[src/rtl/casc_pkg.sv]
package casc_pkg;
  localparam int TYPE_W = 3;

  typedef enum logic [1:0] {
    CL_SEARCH = 2'd0,
    CL_OTHER  = 2'd1,
    CL_READ   = 2'd2,
    CL_WRITE  = 2'd3
  } req_class_e;

  localparam logic [1:0] ST_MISS = 2'b00;
  localparam logic [1:0] ST_HIT  = 2'b01;
  localparam logic [1:0] ST_IDLE = 2'b10;
  localparam logic [1:0] ST_BUSY = 2'b11;

  function automatic req_class_e classify(input logic [TYPE_W-1:0] t, input logic cee);
    case (t)
      3'd0:             return CL_WRITE;
      3'd1, 3'd2, 3'd3: return CL_SEARCH;
      3'd4:             return cee ? CL_SEARCH : CL_OTHER;
      3'd7:             return CL_READ;
      default:          return CL_OTHER;
    endcase
  endfunction
endpackage

[src/rtl/casc_req_tracker.sv]
module casc_req_tracker
  import casc_pkg::*;
#(
  parameter int IDX_W = 14
) (
  input  logic             clk,
  input  logic             rst,
  input  logic             req_valid,
  input  req_class_e       cls_new,
  input  logic [IDX_W-1:0] req_idx,
  input  logic             req_done,
  output logic             accept_o,
  output logic             busy_o,
  output req_class_e       cls_o,
  output logic             hi_o
);
  localparam int OWN_BIT = IDX_W - 1;

  // a request in flight blocks new ones
  assign accept_o = req_valid && !busy_o;

  always_ff @(posedge clk) begin
    if (rst) begin
      busy_o <= 1'b0;
      cls_o  <= CL_OTHER;
      hi_o   <= 1'b0;
    end else if (busy_o && req_done) begin
      busy_o <= 1'b0;
    end else if (accept_o) begin
      busy_o <= 1'b1;
      cls_o  <= cls_new;
      hi_o   <= req_idx[OWN_BIT];
    end
  end
endmodule

[src/rtl/casc_status_gen.sv]
module casc_status_gen
  import casc_pkg::*;
(
  input  logic       clk,
  input  logic       rst,
  input  logic       role,
  input  logic       accept_i,
  input  req_class_e cls_new,
  input  logic       hi_new,
  input  logic       busy_i,
  input  req_class_e cls_q,
  input  logic       done_i,
  input  logic       local_hit,
  input  logic [1:0] peer_code,
  output logic [1:0] code_o,
  output logic       grant_o
);
  logic search_grant;
  logic rw_new;

  // master hands the bus over only on local miss plus remote hit
  assign search_grant = !role && !local_hit && (peer_code == ST_HIT);
  assign rw_new       = (cls_new == CL_READ) || (cls_new == CL_WRITE);

  always_ff @(posedge clk) begin
    if (rst) begin
      code_o  <= ST_IDLE;
      grant_o <= 1'b0;
    end else if (busy_i && done_i) begin
      code_o  <= ST_IDLE;
      grant_o <= 1'b0;
    end else if (accept_i) begin
      if (cls_new == CL_SEARCH) begin
        code_o  <= {1'b0, local_hit};
        grant_o <= search_grant;
      end else begin
        code_o  <= ST_BUSY;
        grant_o <= !role && rw_new && hi_new;
      end
    end else if (busy_i && cls_q == CL_SEARCH) begin
      code_o  <= {1'b0, local_hit};
      grant_o <= search_grant;
    end
  end
endmodule

[src/rtl/casc_bus_arbiter.sv]
module casc_bus_arbiter
  import casc_pkg::*;
(
  input  logic       role,
  input  logic       busy_i,
  input  req_class_e cls_q,
  input  logic       hi_q,
  input  logic       grant_q,
  input  logic [1:0] code_q,
  input  logic       peer_grant,
  output logic       rd_oe,
  output logic       respond
);
  logic own_idx;
  logic master_owns;
  logic slave_owns;

  // index ownership follows the role strap
  assign own_idx = (hi_q == role);


  assign master_owns = ((cls_q == CL_READ) && own_idx) ||
                       ((cls_q == CL_SEARCH) && !grant_q);

  assign slave_owns  = ((cls_q == CL_READ) && own_idx) ||
                       ((cls_q == CL_SEARCH) && (code_q == ST_HIT));

  assign rd_oe = busy_i && (role ? (peer_grant && slave_owns) : master_owns);


  assign respond = busy_i && ((cls_q == CL_READ) || (cls_q == CL_WRITE)) && own_idx;
endmodule

[src/rtl/casc_ctrl.sv]
module casc_ctrl
  import casc_pkg::*;
#(
  parameter int IDX_W = 14
) (
  input  logic             clk,
  input  logic             rst,
  input  logic             role,
  input  logic             cee,
  input  logic             req_valid,
  output logic             req_ready,
  input  logic [2:0]       req_type,
  input  logic [IDX_W-1:0] req_idx,
  input  logic             req_done,
  input  logic             local_hit,
  input  logic [2:0]       casc_in,
  output logic [2:0]       casc_out,
  output logic             rd_oe,
  output logic             respond
);
  localparam int OWN_BIT = IDX_W - 1;

  req_class_e cls_new;
  req_class_e cls_q;
  logic       accept;
  logic       busy;
  logic       hi_q;
  logic [1:0] code_q;
  logic       grant_q;

  assign cls_new = classify(req_type, cee);

  casc_req_tracker #(.IDX_W(IDX_W)) u_trk (
    .clk       (clk),
    .rst       (rst),
    .req_valid (req_valid),
    .cls_new   (cls_new),
    .req_idx   (req_idx),
    .req_done  (req_done),
    .accept_o  (accept),
    .busy_o    (busy),
    .cls_o     (cls_q),
    .hi_o      (hi_q)
  );

  casc_status_gen u_stat (
    .clk       (clk),
    .rst       (rst),
    .role      (role),
    .accept_i  (accept),
    .cls_new   (cls_new),
    .hi_new    (req_idx[OWN_BIT]),
    .busy_i    (busy),
    .cls_q     (cls_q),
    .done_i    (req_done),
    .local_hit (local_hit),
    .peer_code (casc_in[1:0]),
    .code_o    (code_q),
    .grant_o   (grant_q)
  );

  // only the slave path looks at casc_in[2]
  casc_bus_arbiter u_arb (
    .role       (role),
    .busy_i     (busy),
    .cls_q      (cls_q),
    .hi_q       (hi_q),
    .grant_q    (grant_q),
    .code_q     (code_q),
    .peer_grant (casc_in[2]),
    .rd_oe      (rd_oe),
    .respond    (respond)
  );

  assign req_ready = !busy;
  assign casc_out  = {grant_q, code_q};
endmodule

[config.mk]
export PLATFORM = sky130hd
export DESIGN_NAME = casc_ctrl
export DESIGN_NICKNAME = d
export VERILOG_FILES = /design/src/rtl/casc_pkg.sv /design/src/rtl/casc_req_tracker.sv /design/src/rtl/casc_status_gen.sv /design/src/rtl/casc_bus_arbiter.sv /design/src/rtl/casc_ctrl.sv
export SDC_FILE = /design/constraint.sdc
export NUM_CORES = 1
export LEC_CHECK = 0
export ABC_AREA = 1
export BUFFER_PORTS_ARGS = -buffer_cell sky130_fd_sc_hd__buf_2
export CAP_MARGIN = 40
export CORE_AREA = 4 4 41 43
export CTS_CLUSTER_SIZE = 14
export DETAILED_ROUTE_END_ITERATION = 8
export DIE_AREA = 0 0 45 47
export PLACE_DENSITY = 0.68
export SLEW_MARGIN = 20
export SYNTH_ARGS = -nofsm -noshare
export SYNTH_HDL_FRONTEND = slang
export SYNTH_SLANG_ARGS = --single-unit
[constraint.sdc]
create_clock -name clk -period 2.5 [get_ports clk]
set_clock_uncertainty 0.2 [all_clocks]
set_input_delay 0.125 -clock clk [delete_from_list [all_inputs] [get_ports clk]]
set_output_delay 0.125 -clock clk [all_outputs]
set_load 0.005 [all_outputs]
==> key figures <==
Placed design
  – Pre-CTS setup slack: roughly 1.3 ns
  – Placer's final routability congestion estimate: 0.747
  – IO Port Bufs: 19
  – Detailed placer's ending HPWL: 812 µm

Clocking
  – CTS max path bufs: 2
  – Num CTS Buffers: 3
  – H-tree depth: 1
  – CTS root buffer: clkbuf_4
  – Worst-Skew Late Latency: between 0.2 and 0.3 ns
  – CTS Sinks: 7
  – Clock slew at reported path FFs: around 0.05 ns
  – CTS tree: done

Job
  – Max-cap violations: 0

Final layout
  – Antenna Cells: 0
  – Commonest non-fill, non-tap cell in the layout: buf_2
  – Area growth, synth to finish: 43.6%
  – Share of cells above drive strength 1: 0.333
  – Multi-input gate area: around 250 µm²
  – Layout Nets: 124
  – Fillers: ~160
  – Commonest non-fill, non-tap cells in the layout: 19 x buf_2, 13 x nand2_1, 10 x inv_1
  – Reg area: 140 µm²

GRT
  – GRT overflow: 0
  – Largest net degree at the start of global routing: 6
  – Vias in the first global route: 443
  – First-pass GRT wire length: 1.67 mm
  – Antenna violations before repair: 0
  – Global-route usage over all layers: 0.113

Detailed routing
  – Antenna Nets Post-Route: 0
  – First-pass DRT Iterations: 4
  – DRC viols: 0
  – Via count: slightly above 500
  – Drt via density: 4.53
  – WL final: 962 µm
  – First DRT Iteration DRCs: 5
  – Wire per inst: between 8 and 9 µm

Worst setup path
  – Crit start category: primary input
  – CP Data Required Time: 2.50 ns
  – WS Path Type: in -> reg
  – Crit path launch: rst
  – CP Capture Type: flip-flop
  – Arr. time, crit path: 1.72 ns
  – Worst R2R Start: u_trk.busy_o
  – CP Max Fanout: 4

Timing
  – Max Freq: 580 MHz
  – Slew margin rel.: 0.816
  – RSZ-0062 raised after global routing: no
  – Worst-Margin Slew: 0.276 ns
  – Setup violations, final: 0
  – Final TNS setup: 0 ns
  – Tcrit/Tclk final: 0.690
  – Tmin final: approximately 1.7 ns
  – Final hold viol count: 0
  – Slew Viols, Final: 0
  – Setup ws final: 0.775 ns

Logic synthesis
  – Top cell type's share of synthesized area: 0.317
  – Post-synthesis cell count: 68
  – Sequential share of the synthesized area: 0.317
  – Leading post-synthesis cells by cell area: dfxtp_1 32%, nand2_1 11%, inv_1 8.5%
  – Netlist Area Pre-Place: 442 µm²
  – Syn avg cell area: 6.50 µm²
  – Netlist cell types: 21
  – Ys Warns: 0
  – #FFs+latches synth: 7
  – Post-Syn Nets: 95
  – Cell taking the most area after synthesis: dfxtp_1

Power and ir drop
  – VDD IR max: around 220 µV
  – Leakage: roughly 0.33 nW
  – PwrDens: approximately 480 nW/µm²

Floorplan
  – Number of I/O pins: 33
  – Starting Density: 0.339
  – Placeable Area: around 1300 µm²
  – Die Y: 47 µm
  – Row cnt: 13
  – DIE WIDTH: 45 µm
  – Die area: 2120 µm²

Status
  – Status: finished, final reports clean

Worst hold path
  – Hold Crit Class: in -> reg
  – Worst Min Path Start: req_type[2]
[where the power goes]
| group | switching [mW] | total [mW] | internal, mW |
|---|---|---|---|
| clock | 0.0419 | 0.103 | 0.0609 |
| combinational | 0.0371 | 0.0723 | 0.0352 |
| sequential | 0.00684 | 0.128 | 0.121 |
| total | 0.0858 | 0.303 | 0.217 |
[state kept, by name, indices dropped and copies added, names as in the netlist]
signal / count
u_stat.code_o: 2
u_trk.cls_o: 2
u_stat.grant_o: 1
u_trk.hi_o: 1
u_trk.busy_o: 1
[worst max-delay path: stages]
cell           delay [ns]
dlygate4sd3_1        0.53
buf_2                0.14
a21oi_1              0.24
o21a_1               0.16
dlygate4sd3_1        0.53
[synthesized netlist by cell type, drive strengths merged]
master	instances
xor2	1
nor2	10
a21oi	5
dfxtp	7
a21boi	2
inv	12
buf	1
nor3	2
o21a	1
a211oi	1
nand3	4
nand2	17
o21ai	5
[metrics by stage]
step	cells	hold WS (ns)	util	instance area, µm²	total power [mW]
2_1_floorplan	68	-0.00593	-	442	0.171
3_3_place_gp	101	0.140	0.421	548	0.195
3_5_place_dp	101	0.147	0.421	548	0.196
4_1_cts	111	0.0284	0.488	634	0.308
5_1_grt	111	0.0560	0.488	634	0.325
6_report	111	0.0303	0.488	634	0.303
[metal layers]
layer	share of wire	global-route usage	vias up
li1	-	-	271
met1	0.42	0.135	209
met2	0.45	0.164	19
met3	0.11	0.0421	4
met4	0.024	0.0877	0
met5	0	0	-
[cell families (layout without fill, tap and decap cells)]
family | after synthesis | count (layout) | share of synthesized area
xor gates and xnor gates | 1 | 1 | 0.0198
AOI/OAI and AO/OA | 14 | 14 | 0.190
and+or+nand+nor | 33 | 33 | 0.354
buffers and inverters | 13 | 41 | 0.119
DFF | 7 | 7 | 0.317
[cell type report]
class | count | area share
flip-flops and latches | 7 | 0.221
inverters | 12 | 0.0710
clock buffers | 4 | 0.0414
well taps | 15 | 0.0296
multi-input cells | 48 | 0.393
repair buffers | 25 | 0.245
[repair_timing]
action / 4_1_cts / 5_1_grt
endpoints found under the setup margin: 0 / 0
buffers inserted: 0 / 0
hold buffers: 6 / 0
resized for setup: 0 / 0
endpoints found under the hold margin: 6 / 0
[path summary, 6_finish.rpt]
check,end,slack [ns],depth (start not counted)
max,u_trk.busy_o,0.77,5
max reg2reg,u_trk.busy_o,0.96,3
min,u_stat.code_o[1],0.03,4
min reg2reg,u_trk.cls_o[0],0.29,2
Power figures use the tool's default switching activity.
